File: config.mk
export PLATFORM = sky130hd
export DESIGN_NAME = memreq_arbiter
export DESIGN_NICKNAME = d
export VERILOG_FILES = /design/src/rtl/memreq_pkg.sv /design/src/rtl/memreq_range_overlap.sv /design/src/rtl/memreq_oldest_pick.sv /design/src/rtl/memreq_arbiter.sv
export SDC_FILE = /design/constraint.sdc
export NUM_CORES = 1
export LEC_CHECK = 0
export BUFFER_PORTS_ARGS = -buffer_cell sky130_fd_sc_hd__buf_4
export CORE_MARGIN = 1
export CORE_UTILIZATION = 55
export CTS_CLUSTER_DIAMETER = 60
export CTS_CLUSTER_SIZE = 25
export DETAILED_ROUTE_END_ITERATION = 12
export PLACE_DENSITY = 0.78
export SYNTH_ARGS = -nofsm -noshare
export SYNTH_HDL_FRONTEND = slang
export SYNTH_HIERARCHICAL = 1
export SYNTH_SLANG_ARGS = --single-unit
export TNS_END_PERCENT = 1
File: constraint.sdc
create_clock -name clk -period 31.8 [get_ports clk]
set_input_delay 3.18 -clock clk [delete_from_list [all_inputs] [get_ports clk]]
set_output_delay 3.18 -clock clk [all_outputs]
set_load 0.005 [all_outputs]
File: src/rtl/memreq_pkg.sv
package memreq_pkg;
    typedef enum logic [1:0] {
        SRC_NONE = 2'd0,
        SRC_MISS = 2'd1,
        SRC_WB   = 2'd2,
        SRC_PF   = 2'd3
    } req_src_e;
endpackage

File: src/rtl/memreq_range_overlap.sv
module memreq_range_overlap #(
    parameter int ADDR_W = 16,
    parameter int SIZE_W = 7
) (
    input  logic [ADDR_W-1:0] a_addr,
    input  logic [SIZE_W-1:0] a_size,
    input  logic [ADDR_W-1:0] b_addr,
    input  logic [SIZE_W-1:0] b_size,
    output logic              hit
);
    localparam int EW = ADDR_W + 1;
    logic [EW-1:0] a_end, b_end;

    always_comb begin
        a_end = {1'b0, a_addr} + EW'(a_size);
        b_end = {1'b0, b_addr} + EW'(b_size);
        hit   = (a_size != '0) && (b_size != '0) &&
                ({1'b0, a_addr} < b_end) && ({1'b0, b_addr} < a_end);
    end
endmodule

File: src/rtl/memreq_oldest_pick.sv
module memreq_oldest_pick #(
    parameter int N  = 4,
    parameter int OW = 6,
    parameter int IW = 2
) (
    input  logic [N-1:0]         cand,
    input  logic [N-1:0][OW-1:0] order,
    output logic                 found,
    output logic [IW-1:0]        idx
);
    logic [OW-1:0] best;
    logic [OW-1:0] diff;

    always_comb begin
        found = 1'b0;
        idx   = '0;
        best  = '0;
        diff  = '0;
        for (int i = 0; i < N; i++) begin
            diff = order[i] - best;
            if (cand[i] && (!found || diff[OW-1])) begin
                found = 1'b1;
                idx   = IW'(i);
                best  = order[i];
            end
        end
    end
endmodule

File: src/rtl/memreq_arbiter.sv
module memreq_arbiter #(
    parameter int ADDR_W     = 16,
    parameter int SIZE_W     = 7,
    parameter int ORD_W      = 6,
    parameter int MISS_N     = 4,
    parameter int WB_N       = 4,
    parameter int LINE_BYTES = 64,
    parameter int IDX_W      = ((MISS_N > WB_N ? MISS_N : WB_N) > 1) ?
                               $clog2(MISS_N > WB_N ? MISS_N : WB_N) : 1
) (
    input  logic                           clk,
    input  logic                           rst_n,
    input  logic [MISS_N-1:0]              miss_used,
    input  logic [MISS_N-1:0]              miss_pend,
    input  logic [MISS_N-1:0][ADDR_W-1:0]  miss_addr,
    input  logic [MISS_N-1:0][SIZE_W-1:0]  miss_size,
    input  logic [MISS_N-1:0][ORD_W-1:0]   miss_order,
    input  logic [WB_N-1:0]                wb_used,
    input  logic [WB_N-1:0]                wb_pend,
    input  logic [WB_N-1:0]                wb_busy,
    input  logic [WB_N-1:0][ADDR_W-1:0]    wb_addr,
    input  logic [WB_N-1:0][SIZE_W-1:0]    wb_size,
    input  logic [WB_N-1:0][ORD_W-1:0]     wb_order,
    input  logic                           pf_valid,
    input  logic [ADDR_W-1:0]              pf_addr,
    input  logic                           rsp_hold,
    input  logic                           bus_accept,
    input  logic                           bus_retry,
    output logic                           req_valid,
    output logic [1:0]                     req_src,
    output logic [IDX_W-1:0]               req_idx,
    output logic [ADDR_W-1:0]              req_addr,
    output logic [SIZE_W-1:0]              req_size,
    output logic                           svc_valid,
    output logic [1:0]                     svc_src,
    output logic [IDX_W-1:0]               svc_idx
);
    import memreq_pkg::*;

    localparam int MIW = (MISS_N > 1) ? $clog2(MISS_N) : 1;
    localparam int WIW = (WB_N > 1) ? $clog2(WB_N) : 1;

    typedef struct packed {
        logic             hold_off;
        logic             svc_v;
        req_src_e         svc_src;
        logic [IDX_W-1:0] svc_idx;
    } arb_state_t;

    arb_state_t st_d, st_q;

    function automatic logic is_older(input logic [ORD_W-1:0] a,
                                      input logic [ORD_W-1:0] b);
        logic [ORD_W-1:0] d;
        d = a - b;
        return d[ORD_W-1];
    endfunction

    // oldest pending entry of each queue
    logic           m_found, w_found, mc_found, wc_found;
    logic [MIW-1:0] m_idx, mc_idx;
    logic [WIW-1:0] w_idx, wc_idx;

    memreq_oldest_pick #(.N(MISS_N), .OW(ORD_W), .IW(MIW)) u_miss_old (
        .cand(miss_pend), .order(miss_order), .found(m_found), .idx(m_idx));
    memreq_oldest_pick #(.N(WB_N), .OW(ORD_W), .IW(WIW)) u_wb_old (
        .cand(wb_pend), .order(wb_order), .found(w_found), .idx(w_idx));

    // cross-queue overlap vectors
    logic [MISS_N-1:0] m_hits_w;
    logic [WB_N-1:0]   w_hits_m;

    genvar gi;
    generate
        for (gi = 0; gi < MISS_N; gi++) begin : g_miss_ovl
            memreq_range_overlap #(.ADDR_W(ADDR_W), .SIZE_W(SIZE_W)) u_ovl (
                .a_addr(miss_addr[gi]), .a_size(miss_size[gi]),
                .b_addr(wb_addr[w_idx]), .b_size(wb_size[w_idx]),
                .hit(m_hits_w[gi]));
        end
        for (gi = 0; gi < WB_N; gi++) begin : g_wb_ovl
            memreq_range_overlap #(.ADDR_W(ADDR_W), .SIZE_W(SIZE_W)) u_ovl (
                .a_addr(wb_addr[gi]), .a_size(wb_size[gi]),
                .b_addr(miss_addr[m_idx]), .b_size(miss_size[m_idx]),
                .hit(w_hits_m[gi]));
        end
    endgenerate

    // oldest conflicting entry in the opposite queue
    memreq_oldest_pick #(.N(MISS_N), .OW(ORD_W), .IW(MIW)) u_miss_conf (
        .cand(miss_pend & m_hits_w), .order(miss_order),
        .found(mc_found), .idx(mc_idx));
    memreq_oldest_pick #(.N(WB_N), .OW(ORD_W), .IW(WIW)) u_wb_conf (
        .cand(wb_pend & w_hits_m), .order(wb_order),
        .found(wc_found), .idx(wc_idx));

    req_src_e         sel_src;
    logic [IDX_W-1:0] sel_idx;
    logic             wb_drain;
    logic             miss_room;

    always_comb begin
        sel_src   = SRC_NONE;
        sel_idx   = '0;
        wb_drain  = (&wb_used) && !(|wb_busy);
        miss_room = !(&miss_used);

        if (!rsp_hold && !st_q.hold_off) begin
            if (m_found && !w_found) begin
                sel_src = SRC_MISS;
                sel_idx = IDX_W'(m_idx);
            end else if (w_found && !m_found) begin
                sel_src = SRC_WB;
                sel_idx = IDX_W'(w_idx);
            end else if (m_found && w_found) begin
                if (wb_drain) begin
                    if (mc_found && is_older(miss_order[mc_idx], wb_order[w_idx])) begin
                        sel_src = SRC_MISS;
                        sel_idx = IDX_W'(mc_idx);
                    end else begin
                        sel_src = SRC_WB;
                        sel_idx = IDX_W'(w_idx);
                    end
                end else if (wc_found) begin
                    sel_src = SRC_WB;
                    sel_idx = IDX_W'(wc_idx);
                end else begin
                    sel_src = SRC_MISS;
                    sel_idx = IDX_W'(m_idx);
                end
            end else if (pf_valid && miss_room) begin
                sel_src = SRC_PF;
            end
        end

        req_valid = (sel_src != SRC_NONE);
        req_src   = sel_src;
        req_idx   = sel_idx;
        case (sel_src)
            SRC_MISS: begin
                req_addr = miss_addr[sel_idx[MIW-1:0]];
                req_size = miss_size[sel_idx[MIW-1:0]];
            end
            SRC_WB: begin
                req_addr = wb_addr[sel_idx[WIW-1:0]];
                req_size = wb_size[sel_idx[WIW-1:0]];
            end
            SRC_PF: begin
                req_addr = pf_addr;
                req_size = SIZE_W'(LINE_BYTES);
            end
            default: begin
                req_addr = '0;
                req_size = '0;
            end
        endcase

        st_d.hold_off = st_q.hold_off ? !bus_retry : (req_valid && !bus_accept);
        st_d.svc_v    = req_valid && bus_accept;
        st_d.svc_src  = (req_valid && bus_accept) ? sel_src : SRC_NONE;
        st_d.svc_idx  = (req_valid && bus_accept) ? sel_idx : '0;
    end

    always_ff @(posedge clk) begin
        if (!rst_n) begin
            st_q <= '{hold_off: 1'b0, svc_v: 1'b0, svc_src: SRC_NONE, svc_idx: '0};
        end else begin
            st_q <= st_d;
        end
    end

    assign svc_valid = st_q.svc_v;
    assign svc_src   = st_q.svc_src;
    assign svc_idx   = st_q.svc_idx;
endmodule

Word-level counts from Yosys, hierarchy flattened:

Cells that the tools add are included.

* add/subtract/negate cells: 23
* magnitude comparators: 20
* eq/ne operators: 3
* muxes and demuxes: 78
* bitwise operators: 2
* reductions and logical operators: 92

Operator list (count)
* $lt A16 B17 Y1: 16
* $add A16 B7 Y17: 10
* $bmux W16 S2: 4
* $mux W6: 14
* $sub A6 B6 Y6: 13
* $reduce_bool A7 Y1: 10
* $mux W16: 4
* $bmux W7 S2: 4
* $pmux W16 S3: 1
* $mux W2: 23
* $logic_and A1 B1 Y1: 45
* $mux W7: 4
* $bmux W6 S2: 2
* $mux W1: 21
* $pmux W7 S3: 1
* $logic_not A1 Y1: 20
* $logic_or A1 B1 Y1: 12
* $lt A2 B3 Y1 const B: 4
* $and A4 B4 Y4: 2
* $reduce_and A4 Y1: 2
* $eq A2 B2 Y1 const B: 2
* $reduce_or A4 Y1: 1
* $eq A2 B1 Y1 const B: 1
* $reduce_and A2 Y1: 1
* $reduce_bool A2 Y1: 1

* bits in registers: 6
* input bits: 274
* output and inout bits: 33
* word-level logic and storage cells: 222

Logic depth before layout (Yosys ltp):

* word-level depth: 46
* gate-level depth with buffers: 87
* mapped depth without buffers: 79

By module:

Netlist, hierarchy kept.

Modules (own cells, without submodules)
* memreq_range_overlap at g_miss_ovl[3].u_ovl ...: instances 4, cells each 194, area an instance 1584.0 µm², seq. area each 0.0 µm²
* memreq_arbiter: instances 1, cells each 384, area an instance 3728.6 µm², seq. area each 120.1 µm²
* memreq_oldest_pick: instances 4, cells each 109, area an instance 808.3 µm², seq. area each 0.0 µm²
* memreq_range_overlap at g_wb_ovl[3].u_ovl: instances 1, cells each 209, area an instance 1592.8 µm², seq. area each 0.0 µm²
* memreq_range_overlap at g_miss_ovl[2].u_ovl: instances 1, cells each 196, area an instance 1569.0 µm², seq. area each 0.0 µm²
* memreq_range_overlap at g_miss_ovl[1].u_ovl: instances 1, cells each 194, area an instance 1545.2 µm², seq. area each 0.0 µm²
* memreq_range_overlap at g_miss_ovl[0].u_ovl: instances 1, cells each 196, area an instance 1526.5 µm², seq. area each 0.0 µm²

Worst setup path after synthesis:

No wires, ideal clock.

* kind: input to output
* start: input wb_pend[0]
* end: output req_addr[7]
* arrival time: 21041 ps
* data required time: 28620 ps
* setup slack: 7579 ps
* stages on the path: 85
* path buffers: 8
* cell sequence: buf_2 -> nand2_1 -> ha_1 -> and4_1 -> a21o_1 -> o21ai_1 -> nand2_1 -> a21boi_1 -> nor2_1 -> a21oi_1 -> ha_1 -> a211o_1 -> a31oi_1 -> and2_1 -> o21ai_0 -> a32o_1 -> a31oi_4 -> mux2_1 -> [... 49 more ...] -> a311oi_2 -> xnor2_1 -> a22o_1 -> buf_6 -> mux4_2 -> ha_1 -> a21o_1 -> a21o_1 -> a221oi_4 -> mux2i_2 -> mux2i_1 -> o31ai_2 -> buf_4 -> nand2b_1 -> buf_2 -> buf_2 -> o22ai_1 -> or3_1

* longest elaborated chain between the ends: 46
* elaborated cells on any way between the ends: 126
* classes of those cells: add/sub: 11; order compare: 8; eq/ne: 3; mux: 57; bitwise: 2; reduce/logical: 45

Ends and longest elaborated chain
* start, declared: line memreq_arbiter.sv:19 `input logic [WB_N-1:0] wb_pend,`
* $mux W6 / $mux W1 (equally long branches): line memreq_oldest_pick.sv:21 `if (cand[i] && (!found || diff[OW-1])) begin`
* $sub A6 B6 Y6 / $logic_not A1 Y1 (equally long branches): line memreq_oldest_pick.sv:20, memreq_oldest_pick.sv:21
* $logic_or A1 B1 Y1: line memreq_oldest_pick.sv:21
* $logic_and A1 B1 Y1: line memreq_oldest_pick.sv:21
* $mux W6 / $mux W1 (equally long branches): line memreq_oldest_pick.sv:21
* $sub A6 B6 Y6 / $logic_not A1 Y1 (equally long branches): line memreq_oldest_pick.sv:20, memreq_oldest_pick.sv:21
* $logic_or A1 B1 Y1: line memreq_oldest_pick.sv:21
* $logic_and A1 B1 Y1: line memreq_oldest_pick.sv:21
* [... 5 more ...]
* via w_idx[1]: line memreq_arbiter.sv:62 `logic [WIW-1:0] w_idx, wc_idx;`
* [... 6 more ...]
* via m_hits_w[0]: line memreq_arbiter.sv:70 `logic [MISS_N-1:0] m_hits_w;`
* [... 14 more ...]
* via mc_idx[0]: line memreq_arbiter.sv:61 `logic [MIW-1:0] m_idx, mc_idx;`
* [... 5 more ...]
* $mux W2: line memreq_arbiter.sv:116 `if (wb_drain) begin`
* $mux W2: line memreq_arbiter.sv:115 `end else if (m_found && w_found) begin`
* $mux W2: line memreq_arbiter.sv:112 `end else if (w_found && !m_found) begin`
* $mux W2: line memreq_arbiter.sv:109 `if (m_found && !w_found) begin`
* $mux W2: line memreq_arbiter.sv:108 `if (!rsp_hold && !st_q.hold_off) begin`
* $bmux W16 S2, on equally long branches: line memreq_arbiter.sv:145, memreq_arbiter.sv:141
* $mux W16, on equally long branches: line memreq_arbiter.sv:145, memreq_arbiter.sv:141
* $pmux W16 S3 (*): line memreq_arbiter.sv:139 `case (sel_src)`
* end, declared: line memreq_arbiter.sv:32 `output logic [ADDR_W-1:0] req_addr,`

Mark *: on every way through the listed nets, which the timed path passes. The rest lies on a longest branch. The select of a mux whose other input is x is not followed.

Worst setup path after layout:

* start: input wb_pend[0]
* end: output req_addr[0]

Same word-level chain as after synthesis.

==> impl_results.rst <==
.. list-table::
   :header-rows: 1

   * - Metric
     - Value
   * - Layout cell share with drive strength beyond 1
     - 0.184
   * - Most common cell in the netlist
     - sky130_fd_sc_hd__ha_1
   * - Layout Nets
     - 3355
   * - Number of enable flip-flop cells after synthesis
     - 0
   * - Number of design-rule violations left by the first detailed-router iteration
     - 1906
   * - Post-synth ARST share
     - 0
   * - Nets in the synthesized netlist
     - approximately 3000
   * - # hold bufs at CTS
     - 0
   * - Synth top cells by count
     - sky130_fd_sc_hd__ha_1, sky130_fd_sc_hd__nand2_1, sky130_fd_sc_hd__nor2_1
   * - Max-capacitance violation count
     - 0
   * - Hold path start
     - st_q[5]
   * - CP max-delay cell
     - sky130_fd_sc_hd__nand2b_1
   * - Cell leakage power
     - approximately 9.9 nW
   * - Number of pins exceeding their max-slew limit in the final report
     - 0
   * - Full die area
     - 36300 sq um
   * - Ratio of total power to cell area
     - slightly below 80 nW/um^2
   * - Vert. Die Dim
     - 190 um
   * - Number of nets with antenna violations after routing
     - 0
   * - Commonest register cell after synthesis
     - sky130_fd_sc_hd__dfxtp_1
   * - Source-to-sink clock delay at the later pin of the worst-skew pair
     - 0.23 ns
   * - Clock-pin slew on the worst setup and hold paths
     - 0.03 ns
   * - Sort of element at the start of the critical path
     - input port
   * - Cells on worst reg2reg path
     - 6
   * - Worst Path Required
     - 28.62 ns
   * - Antenna violations before repair
     - 3
   * - Worst Setup Path Type
     - in2out
   * - Post-route setup TNS
     - 0 ns
   * - Syn_area_per_cell
     - approximately 8 sq um
   * - Deepest clock path buffer count
     - 2
   * - Post-CTS setup buffer count
     - 0
   * - Row Count
     - 68
   * - Largest area contributor in the synthesized netlist
     - sky130_fd_sc_hd__ha_1
   * - Number of unique standard cell types used by synthesis
     - between 90 and 100
   * - Total global-route track usage
     - 0.400
   * - Status
     - finished, final reports clean
   * - Wire length per cell
     - 23.8 um
   * - HP Class
     - reg2reg
   * - Yosys top cell area share
     - 0.259
   * - Cell area after synthesis
     - approximately 20000 sq um
   * - Total wire length
     - ~74000 um
   * - Reg2Reg Launch Point
     - st_q[5]
   * - RSZ-0062 raised after global routing
     - no
   * - Largest fanout of any net on the critical path
     - 55
   * - Count of unresolved DRC violations after routing
     - 0
   * - Slew at the pin closest to its max-slew limit
     - 1.15 ns
   * - Count of H-tree levels built during CTS
     - 1
   * - First-pass GRT wire length
     - 113000 um
   * - Most area-consuming cells after synthesis
     - sky130_fd_sc_hd__ha_1, sky130_fd_sc_hd__mux4_2, sky130_fd_sc_hd__xor2_1
   * - Hold violation count in the final report
     - 0
   * - Number of CTS-inserted buffers
     - 3
   * - VDD IR max
     - 0.0775 mV
   * - Relative slew slack
     - 0.230
   * - IO buf count
     - 306
   * - Arr. time, crit path
     - 24.79 ns
   * - Post-place instance area
     - 22200 sq um
   * - Final critical-path share of the clock period
     - 0.880
   * - Pin count of the biggest net entering global routing
     - 56
   * - Gates resized, CTS repair
     - 0
   * - Setup crit end kind
     - output pin
   * - Vias per Instance
     - 6.74
   * - Final setup violation count
     - 0
   * - Setup Skew
     - 0.000268 ns
   * - TritonCTS clock tree
     - built
   * - HPWL reported at the end of detailed placement
     - between 60000 and 70000 um
   * - Overall die width
     - 190 um
   * - Cell mode on critical path
     - sky130_fd_sc_hd__ha_1
   * - Clock tree root driver cell
     - sky130_fd_sc_hd__clkbuf_16
   * - Capturing point of the worst reg2reg path
     - svc_idx[0]
   * - DR pass1 iterations
     - 6
   * - Number of clock sinks seen by CTS
     - 6
   * - Setup slack, reg-to-reg
     - 29.50 ns
   * - Post-route cell area
     - 22300 sq um
   * - Area of the core
     - 34700 sq um
   * - Via count of the first global-routing pass
     - 20300
   * - Effective utilization at floorplan
     - 0.563
   * - Count of vias placed by the detailed router
     - 21000
   * - #FFs+latches synth
     - 6
   * - Count of cells along the worst hold path
     - 3
   * - Yosys warning total
     - 6
   * - Synthesized instance count
     - 2391
   * - Area growth, synth to finish
     - 14.3%
   * - Post-route total power
     - 1.73 mW
   * - Grt total ovfl
     - 0
   * - End of the worst hold path
     - st_q[5]
   * - Routability congestion estimate
     - 1.02
   * - Maximum clock rate
     - 35.7 MHz
   * - Sequential area share after synthesis
     - 0.00615
   * - I/O pin total
     - ~300
   * - Maximum single-stage delay on the critical path
     - 0.84 ns
   * - Final critical delay including setup and external delays
     - between 20 and 30 ns
## layer usage
layer  global-route usage  up-vias  part of all wire
met5                    0        -                 0
met4                0.198        0             0.057
met3               0.0666      249             0.096
met2                0.657     1205              0.44
met1                0.503     9839              0.40
li1                     -     9696                 -
## cell type report
class,count,area [sq um]
Multi-Input combinational cell,2246,18900
Fill cell,3075,12400
Timing Repair Buffer,312,2340
Tap cell,455,569
Inverter,92,345
Sequential cell,6,120
Clock buffer,3,75.1
Antenna cell,2,5.00
## cells in the final DEF, fill, tap and decap left out, drive strengths merged, types with 29 or more instances in the layout
| cell | netlist | routed |
|---|---|---|
| a211oi | 32 | 32 |
| nand4 | 34 | 34 |
| nand3 | 54 | 54 |
| o21a | 55 | 55 |
| a31oi | 37 | 37 |
| a21o | 68 | 68 |
| mux4 | 58 | 58 |
| mux2i | 107 | 107 |
| buf | 32 | 312 |
| ha | 404 | 404 |
| nor2b | 32 | 32 |
| xnor2 | 94 | 94 |
| and3 | 32 | 32 |
| o22ai | 33 | 33 |
| a21oi | 146 | 146 |
| nand2b | 49 | 49 |
| xor2 | 135 | 135 |
| or3 | 29 | 29 |
| nor2 | 170 | 170 |
| nor3 | 61 | 61 |
| o21ai | 134 | 134 |
| nand2 | 194 | 194 |
| inv | 92 | 92 |
## power by group
group | internal, mW | switching, mW | total [mW]
registers | 0.00801 | 0.000171 | 0.00818
clock network | 0.0162 | 0.00458 | 0.0208
logic | 0.721 | 0.976 | 1.70
## stage by stage
step,hold slack (ns),cells,util,setup WS (ns)
after detailed placement,0.643,3111,0.641,4.24
after global routing,0.669,3115,0.643,2.38
after CTS,0.648,3114,0.643,4.17
after floorplan,0.592,2391,-,7.58
after global placement,0.614,3111,0.641,4.78
final,0.643,3116,0.643,3.83
## worst max path at each step
stage	from	to	cells after the start	slack, ns
finish	wb_pend[0]	req_addr[0]	81	3.83
global route	wb_pend[0]	req_addr[1]	81	2.38
CTS	wb_pend[0]	req_addr[2]	81	4.17
detailed placement	wb_pend[0]	req_addr[2]	81	4.24
global placement	wb_pend[0]	req_addr[0]	81	4.78
floorplan	wb_pend[0]	req_addr[7]	85	7.58
## cells by family after synthesis
kind of cell,after synthesis,share of synthesized area
AO/OA/AOI/OAI,657,0.250
adder cells (fa/ha/maj),420,0.275
buffers and inverters,139,0.0307
XOR/XNOR,233,0.107
flip-flops,6,0.00615
multiplexers,181,0.131
AND/OR/NAND/NOR,755,0.199
## worst max-delay path, delay by kind of cell
kind / cells / cell delay [ns]
and+or+nand+nor: 21 / 4.46
buffers and inverters: 4 / 1.58
AOI/OAI and AO/OA: 37 / 9.09
xor gates and xnor gates: 3 / 0.67
muxes: 6 / 2.55
adders and majority gates: 10 / 3.20
## sequential cells by signal (all words and copies together) (netlist names)
signal     count
svc_idx        2
svc_src        2
st_q           1
svc_valid      1
No activity file was read; power rests on OpenSTA's default activity.
